==> src/rtl/amap_pkg.sv <==
package amap_pkg;

    localparam int N_ENTRIES = 16;
    localparam int TBL_ROW_W = 5;
    localparam int TBL_COL_W = 4;

    typedef enum logic [1:0] {
        PAT_CBRD = 2'd0,
        PAT_CRBD = 2'd1,
        PAT_CBDR = 2'd2,
        PAT_NONE = 2'd3
    } pat_e;

    typedef struct packed {
        pat_e                 kind;
        logic [TBL_ROW_W-1:0] rows;
        logic [TBL_COL_W-1:0] cols;
    } entry_t;

    function automatic entry_t mk(input pat_e k, input int r, input int c);
        entry_t e;
        e.kind = k;
        e.rows = TBL_ROW_W'(r);
        e.cols = TBL_COL_W'(c);
        return e;
    endfunction

    // Candidate table; order is the search priority.
    function automatic entry_t amap_entry(input int i);
        case (i)
            0:       return mk(PAT_CBRD, 13, 10);
            1:       return mk(PAT_CBRD, 14, 10);
            2:       return mk(PAT_CBRD, 15, 10);
            3:       return mk(PAT_CBRD, 16, 10);
            4:       return mk(PAT_CBRD, 14, 11);
            5:       return mk(PAT_CBRD, 15, 11);
            6:       return mk(PAT_CBRD, 16, 11);
            7:       return mk(PAT_CBRD, 13, 9);
            8:       return mk(PAT_CBRD, 14, 9);
            9:       return mk(PAT_CBRD, 15, 9);
            10:      return mk(PAT_CBRD, 16, 9);
            11:      return mk(PAT_CRBD, 15, 10);
            12:      return mk(PAT_CRBD, 14, 11);
            13:      return mk(PAT_CRBD, 13, 10);
            14:      return mk(PAT_CBDR, 16, 10);
            15:      return mk(PAT_CBDR, 16, 9);
            default: return mk(PAT_NONE, 0, 0);
        endcase
    endfunction

endpackage

==> src/rtl/amap_entry_rom.sv <==
module amap_entry_rom
    import amap_pkg::*;
#(
    parameter int IDX_W = $clog2(N_ENTRIES)
) (
    input  logic [IDX_W-1:0] sel_i,
    output entry_t           ent_o
);
    entry_t tbl [N_ENTRIES];

    for (genvar g = 0; g < N_ENTRIES; g++) begin : g_tbl
        assign tbl[g] = amap_entry(g);
    end

    assign ent_o = tbl[sel_i];
endmodule

==> src/rtl/amap_rule.sv <==
module amap_rule
    import amap_pkg::*;
#(
    parameter int COL_W = TBL_COL_W,
    parameter int ROW_W = TBL_ROW_W
) (
    input  pat_e             want_i,
    input  entry_t           ent_i,
    input  logic [COL_W-1:0] cols_i,
    input  logic [ROW_W-1:0] rows_i,
    output logic             hit_o
);
    logic [COL_W-1:0] ec;
    logic [ROW_W-1:0] er;

    always_comb begin
        ec    = COL_W'(ent_i.cols);
        er    = ROW_W'(ent_i.rows);
        hit_o = 1'b0;
        if (ent_i.kind == want_i) begin
            case (want_i)
                PAT_CBRD: hit_o = (ec == cols_i) && (er == rows_i);
                PAT_CRBD: hit_o = (ec == cols_i) && (er <= rows_i);
                PAT_CBDR: hit_o = (ec == cols_i) || ((ec <= cols_i) && (er == rows_i));
                default:  hit_o = 1'b0;
            endcase
        end
    end
endmodule

==> src/rtl/amap_matcher.sv <==
module amap_matcher
    import amap_pkg::*;
#(
    parameter int COL_W     = TBL_COL_W,
    parameter int ROW_W     = TBL_ROW_W,
    parameter int WIDE_CODE = 2,
    parameter int IDX_W     = $clog2(N_ENTRIES)
) (
    input  logic             clk,
    input  logic             rst_n,
    input  logic             start_i,
    input  logic [1:0]       pat_i,
    input  logic [COL_W-1:0] col_i,
    input  logic [ROW_W-1:0] row_i,
    input  logic [1:0]       bw_i,
    output logic             busy_o,
    output logic             done_o,
    output logic             miss_o,
    output logic [IDX_W-1:0] idx_o
);
    localparam logic [IDX_W-1:0] LAST = IDX_W'(N_ENTRIES - 1);

    typedef struct packed {
        logic             busy;
        logic [IDX_W-1:0] cur;
        logic [COL_W-1:0] cols;
        logic [ROW_W-1:0] rows;
        pat_e             kind;
        logic             done;
        logic             miss;
        logic [IDX_W-1:0] idx;
    } st_t;

    st_t              st_q, st_d;
    entry_t           ent;
    logic             hit;
    logic [COL_W-1:0] cols_adj;

    amap_entry_rom #(.IDX_W(IDX_W)) u_rom (
        .sel_i (st_q.cur),
        .ent_o (ent)
    );

    amap_rule #(.COL_W(COL_W), .ROW_W(ROW_W)) u_rule (
        .want_i (st_q.kind),
        .ent_i  (ent),
        .cols_i (st_q.cols),
        .rows_i (st_q.rows),
        .hit_o  (hit)
    );

    // Narrow bus consumes one column bit; saturate at zero.
    always_comb begin
        cols_adj = col_i;
        if ((bw_i != 2'(WIDE_CODE)) && (col_i != '0))
            cols_adj = col_i - COL_W'(1);
    end

    always_comb begin
        st_d      = st_q;
        st_d.done = 1'b0;
        if (!st_q.busy) begin
            if (start_i) begin
                st_d.busy = 1'b1;
                st_d.cur  = '0;
                st_d.cols = cols_adj;
                st_d.rows = row_i;
                st_d.kind = pat_e'(pat_i);
                st_d.idx  = '0;
                st_d.miss = 1'b0;
            end
        end else if (hit) begin
            st_d.busy = 1'b0;
            st_d.done = 1'b1;
            st_d.idx  = st_q.cur;
        end else if (st_q.cur == LAST) begin
            st_d.busy = 1'b0;
            st_d.done = 1'b1;
            st_d.miss = 1'b1;
        end else begin
            st_d.cur = st_q.cur + IDX_W'(1);
        end
    end

    always_ff @(posedge clk or negedge rst_n) begin
        if (!rst_n) begin
            st_q      <= '0;
            st_q.kind <= PAT_NONE;
        end else begin
            st_q <= st_d;
        end
    end

    assign busy_o = st_q.busy;
    assign done_o = st_q.done;
    assign miss_o = st_q.miss;
    assign idx_o  = st_q.idx;

    assert_done_pulse_R3: assert property (@(posedge clk) disable iff (!rst_n)
        done_o |=> !done_o);

    assert_done_idle_R3: assert property (@(posedge clk) disable iff (!rst_n)
        done_o |-> !busy_o);

    assert_start_taken_R2: assert property (@(posedge clk) disable iff (!rst_n)
        (start_i && !busy_o) |=> busy_o);

    assert_miss_idx_R10: assert property (@(posedge clk) disable iff (!rst_n)
        miss_o |-> (idx_o == '0));

    assert_hold_R11: assert property (@(posedge clk) disable iff (!rst_n)
        !(start_i && !busy_o) |=> (done_o || ($stable(idx_o) && $stable(miss_o))));
endmodule

==> config.mk <==
export PLATFORM = sky130hd
export DESIGN_NAME = amap_matcher
export DESIGN_NICKNAME = d
export VERILOG_FILES = /design/src/rtl/amap_pkg.sv /design/src/rtl/amap_entry_rom.sv /design/src/rtl/amap_rule.sv /design/src/rtl/amap_matcher.sv
export SDC_FILE = /design/constraint.sdc
export NUM_CORES = 1
export LEC_CHECK = 0
export ABC_AREA = 1
export BUFFER_PORTS_ARGS = -buffer_cell sky130_fd_sc_hd__clkbuf_2
export CORE_MARGIN = 5
export CORE_UTILIZATION = 40
export DETAILED_ROUTE_END_ITERATION = 8
export PLACE_DENSITY = 0.65
export SLEW_MARGIN = 30
export SYNTH_ARGS = -nofsm -noshare
export SYNTH_HDL_FRONTEND = slang
export SYNTH_SLANG_ARGS = --single-unit
export TNS_END_PERCENT = 100
==> constraint.sdc <==
create_clock -name clk -period 3 [get_ports clk]
set_input_delay 0.6 -clock clk [delete_from_list [all_inputs] [get_ports clk]]
set_output_delay 0.6 -clock clk [all_outputs]
set_load 0.01 [all_outputs]
-- Word-level counts from Yosys, hierarchy flattened
Memories as Yosys holds them, arrays and structs flattened.
Index checks and enable logic that the tools add are counted.
- add/subtract/negate cells: 2
- $lt $le $gt $ge: 3
- bitwise operators: 2
- equal/unequal tests: 11
- mux-type cells: 18
- reduce and logical (&&, ||, !) cells: 12
- operators by type and width (cell ; count):
    $mux W11 ; 2
    $mux W16 ; 1
    $mux W4 ; 4
    $mux W5 ; 3
    $mux W1 ; 6
    $ne A2 B2 Y1 const B ; 3
    $reduce_and A3 Y1 ; 2
    $eq A5 B5 Y1 ; 1
    $ge A5 B5 Y1 const B ; 1
    $le A5 B5 Y1 ; 1
    $not A4 Y5 ; 1
    $add A4 B1 Y4 const B ; 1
    $eq A4 B4 Y1 ; 1
    $eq A4 B4 Y1 const B ; 1
    $le A4 B4 Y1 ; 1
    $logic_and A1 B1 Y1 ; 4
    $ne A2 B1 Y1 const B ; 2
    $reduce_and A2 Y1 ; 2
    $reduce_bool A4 Y1 ; 1
    $sub A4 B1 Y4 const B ; 1
    $pmux W1 S3 ; 1
    $eq A2 B1 Y1 const B ; 1
    $eq A2 B2 Y1 ; 1
    $eq A2 B2 Y1 const B ; 1
    5 further kinds ; 5
- memories: 1
- memory bits (read-only): 176
- bits in registers: 22
- input bits: 16
- memory list (name ; words ; bits a word ; rd ports ; clocked after Yosys merged registers in ; wr ports ; line ; RTL):
    (name not given) ; 16 ; 11 ; 1 ; 0 ; 0 ; amap_entry_rom.sv:15 ; assign ent_o = tbl[sel_i];

-- Depth between registers and ports, before layout
- depth in word-level cells: 11
- gate-level depth with buffers: 20

-- Hierarchy
Synthesis repeated with hierarchy kept, for this count alone.
- cells, all modules: 244
- area, all modules: 1762.9 µm²
- modules (own cells, without submodules) (module ; seq. area each (µm²) ; area an instance (µm²) ; cells each ; times used):
    amap_matcher ; 553.0 ; 1124.8 ; 130 ; 1
    amap_rule ; 0.0 ; 345.3 ; 61 ; 1
    amap_entry_rom ; 0.0 ; 292.8 ; 53 ; 1

-- Worst setup path after synthesis
OpenSTA, ideal clock, no wires.
- kind: register to register
- from: register st_q[17] in the netlist's numbering
- to: register st_q[19] in the netlist's numbering
- required time: 2.883 ns
- arrival: 2.089 ns
- stages on the path, launching flop included: 21
- setup slack: 0.794 ns
- buffers on the path: 0
- cell sequence: dfrtp_1 > ha_1 > inv_1 > nand2_2 > inv_1 > a21oi_1 > o21ai_0 > inv_1 > ha_1 > nand2_1 > inv_1 > nor2_1 > nand2_1 > nand2_1 > nand2_1 > nand2_1 > nand3_2 > nand2_2 > nand2_2 > nand2_1 > nand2_1
- cells in the longest elaborated chain, start to end: 11
- ends and longest elaborated chain (what ; line ; RTL):
    start, declared ; amap_matcher.sv:34 ; st_t st_q, st_d;
    start signal, assigned ; amap_matcher.sv:90 ; st_q <= st_d;
    $not A4 Y5 (implied by the code) ; amap_entry_rom.sv:15 ;
    $mem_v2 Z16 W11 ; n/a ;
    $mux W11 (implied by the code) (2 in a row) ; amap_entry_rom.sv:15 ;
    $le A4 B4 Y1 / $eq A5 B5 Y1 (equally long branches) ; amap_rule.sv:24, amap_rule.sv:22 ;
    $logic_and A1 B1 Y1 ; amap_rule.sv:24 ; PAT_CBDR: hit_o = (ec == cols_i) || ((ec <= cols_i) && (er == rows_i));
    $logic_or A1 B1 Y1 ; amap_rule.sv:24 ;
    $pmux W1 S3 ; amap_rule.sv:21 ; case (want_i)
    $mux W1 ; amap_rule.sv:20 ; if (ent_i.kind == want_i) begin
    $ne A2 B2 Y1 (no line) ; n/a ;
    $reduce_and A3 Y1 (no line) ; n/a ;
Several ways; a longest one is shown, not always the timed one. The select of a mux whose other input is x is not followed.
A chain may end at the register's enable or synchronous reset.

-- Final worst setup path
- from: register st_q[17] in the netlist's numbering
- to: register st_q, in the netlist idx_o[3]
- cells in the longest elaborated chain, start to end: 11
- ends and longest elaborated chain (what ; line):
    $not A4 Y5 (implied by the code) * ; amap_entry_rom.sv:15
    $mem_v2 Z16 W11 * ; n/a
    $mux W11 (implied by the code) * (2 in a row) ; amap_entry_rom.sv:15
    $le A4 B4 Y1 / $eq A5 B5 Y1 (equally long branches) ; amap_rule.sv:24, amap_rule.sv:22
    $logic_and A1 B1 Y1 ; amap_rule.sv:24
    $logic_or A1 B1 Y1 ; amap_rule.sv:24
    $pmux W1 S3 ; amap_rule.sv:21
    $mux W1 * ; amap_rule.sv:20
    $ne A2 B1 Y1 (no line) * ; n/a
    $reduce_and A2 Y1 (no line) * ; n/a
Mark *: on every way between the ends. The rest lies on a longest branch, timed or not. The select of a mux whose other input is x is not followed.

==> metrics.txt <==
routed vias=1,277; largest net degree at the start of global routing=23; max layer used=met4; global-route wire length before repair=about 5400 um; CORE AREA=around 3700 um^2; met3 wire length=83 um; antenna cells=0; Synth Cell Area=approximately 1500 um^2; Post-CTS Repair Setup Buffers=0; Syn-to-layout area delta=13.4%; Slew Limit Headroom=0.615; Worst path slowest cell=dfrtp_1; flop-to-flop setup slack=about 460 ps; CTS Buffer Depth=2; most frequent cells in the layout=64 x nand2_1, 37 x inv_1, 22 x clkbuf_2; Reg clk slew, reported paths=about 80 ps; sequential area share after synthesis=0.363; CP cell instances=inv_1 -> ha_1 -> inv_1 -> a21oi_1 -> o21ai_0 -> ha_1 -> nand2_1 -> inv_1 -> nand2_1 -> nand2_1 -> nand2_1 -> nand2_1 -> nand2_1 -> nand4_2 -> inv_2 -> nand2_1 -> nand2_1; Worst R2R Path Depth=17; CP endpoint kind=flop; CP startpoint kind=flop; worst slew pin tran=roughly 580 ps; Hold Path Class=primary input to async pin; CTS Root Cell=clkbuf_8; post-route minimum period=between 2000 and 3000 ps; antenna viol nets, final=0; pwr/cell area=a little under 1000 nW/um^2; hold buffers post-CTS=0; Top cell by count, worst path=nand2_1; num ports=23; Register Area=around 550 um^2; met2 wire len=about 1400 um; Filler cells=407; fin util=0.469; worst-skew pair later-pin latency=roughly 260 ps; Mapped Cells=roughly 210; CP required=3210 ps; Final Hold Viols=0; setup TNS=0 ps; # rows=22; Worst Skew=approximately 6 ps; max-slew violations=0; die height=slightly above 70 um; hpwl dp=about 2400 um; Die ar.=5150 um^2; nets=263; arrival time at the worst endpoint=approximately 2800 ps; Residual DRC=0; layout cells sized above 1=0.176; highest clock rate=a little under 400 MHz; die width=around 72 um; final WL=a little over 3000 um; worst r2r dst=idx_o[3]$_DFFE_PN0P_; htree depth=1; number of global-route vias before repair=roughly 1,200; CP Max Fanout=9; max-cap viol count=0; M1 WL=between 1500 and 2000 um; Tcrit/Tclk final=0.848; post-cts gate resize count=0; initial antenna violation count=0; Ys Warns=0; Worst path max stage delay=roughly 520 ps; area of the multi-input gates=around 780 um^2; RePlAce Congestion=around 0.8; DR WL/cell=~11 um; Peak VDD IR=between 0.3 and 0.4 mV; most common cell after layout, fill and taps aside=nand2_1; GRT Total Usage=0.131; endpoints failing setup=0; router iterations before antenna repair=4; CP bufs+invs=4; syn avg cell area=7.13 um^2; RSZ-0062 raised after global routing=no; status=completed; TritonCTS clock tree=done; Num CTS Buffers=3; origin of the critical flop-to-flop path=st_q[17]$_DFFE_PN0P_; Iteration-0 DRC Markers=56; cell family with most CP delay=simple AND/OR/NAND/NOR gates; CP Class=flop to flop; vias per std cell=4.54; starting density of the core=0.414; Yosys cell types=22; flops & latches, synth=22; Net Count, Synth=about 240; leakage=around 1.0 nW; # port buffers=22; Clock Sinks=22; Remaining Overflow, GRT=0
flip-flops by register name (all words and copies together), names as in the netlist:
name	flops
done_o	1
busy_o	1
st_q	15
miss_o	1
idx_o	4
layer usage:
layer  vias up  global-route usage
met5         -                   0
met4         0              0.0564
met3         2              0.0182
met2        22               0.203
met1       556               0.181
li1        697                   -
worst max path at each step:
| stage | from | end | slack (ps) | cells after the start |
|---|---|---|---|---|
| global placement | st_q[17]$_DFFE_PN0P_ | st_q[20]$_DFFE_PN0P_ | 460 | 19 |
| finish | st_q[17]$_DFFE_PN0P_ | idx_o[3]$_DFFE_PN0P_ | 460 | 17 |
| global route | st_q[17]$_DFFE_PN0P_ | st_q[20]$_DFFE_PN0P_ | 100 | 18 |
| detailed placement | st_q[17]$_DFFE_PN0P_ | st_q[20]$_DFFE_PN0P_ | 450 | 19 |
| CTS | st_q[17]$_DFFE_PN0P_ | st_q[20]$_DFFE_PN0P_ | 440 | 18 |
| floorplan | st_q[17]$_DFFE_PN0P_ | st_q[19]$_DFFE_PN0P_ | 790 | 20 |
cell usage after synthesis:
cell type | number | area (um^2)
a21oi_1 | 4 | 20.0
a22oi_1 | 1 | 7.51
buf_4 | 4 | 30.0
clkbuf_1 | 4 | 15.0
dfrtp_1 | 20 | 500
dfstp_2 | 2 | 52.6
ha_1 | 13 | 163
inv_1 | 37 | 139
inv_2 | 2 | 7.51
nand2_1 | 64 | 240
nand2_2 | 4 | 25.0
nand3_1 | 13 | 65.1
nand3_2 | 3 | 30.0
nand4_2 | 1 | 12.5
nor2_1 | 16 | 60.1
nor2_2 | 1 | 6.26
nor2_4 | 1 | 11.3
o211ai_1 | 1 | 7.51
o21ai_0 | 18 | 90.1
o21bai_1 | 1 | 7.51
o22a_1 | 1 | 8.76
xor2_1 | 3 | 26.3
worst reg2reg max path: cells and delay by family, from the launching register on:
| kind | cells | cell delay [ps] |
|---|---|---|
| buffers and inverters | 4 | 400 |
| adder cells (fa/ha/maj) | 2 | 510 |
| AND/OR/NAND/NOR | 9 | 730 |
| flip-flops | 1 | 520 |
| AO/OA/AOI/OAI | 2 | 320 |
cell type report:
type / instances / share of cell area
Multi-Input combinational cell: 145 / 0.452
Sequential cell: 22 / 0.320
Inverter: 39 / 0.0847
Timing Repair Buffer: 23 / 0.0680
Tap cell: 48 / 0.0347
Clock buffer: 3 / 0.0239
Clock inverter: 1 / 0.0174
per-stage QoR:
step | setup slack, ps | power, mW | cell area (um^2) | cells | hold slack [ps]
floorplan | 794 | 1.21 | 1530 | 214 | 304
global placement | 457 | 1.39 | 1660 | 277 | 457
CTS | 441 | 1.69 | 1730 | 281 | 323
global route | 97.5 | 1.89 | 1730 | 281 | 351
detailed placement | 453 | 1.41 | 1660 | 277 | 465
finish | 457 | 1.67 | 1730 | 281 | 315
cell families after synthesis:
| group | synth area share |
|---|---|
| flops | 0.363 |
| compound gates | 0.0927 |
| xor+xnor | 0.0172 |
| simple gates | 0.295 |
| fa+ha+maj | 0.107 |
| buf+inv | 0.126 |
report_power, final:
part	switching (mW)	internal (mW)
registers	0.129	0.422
clock network	0.0982	0.178
logic	0.512	0.329
total	0.739	0.929
(Power assumes the default switching activity.)
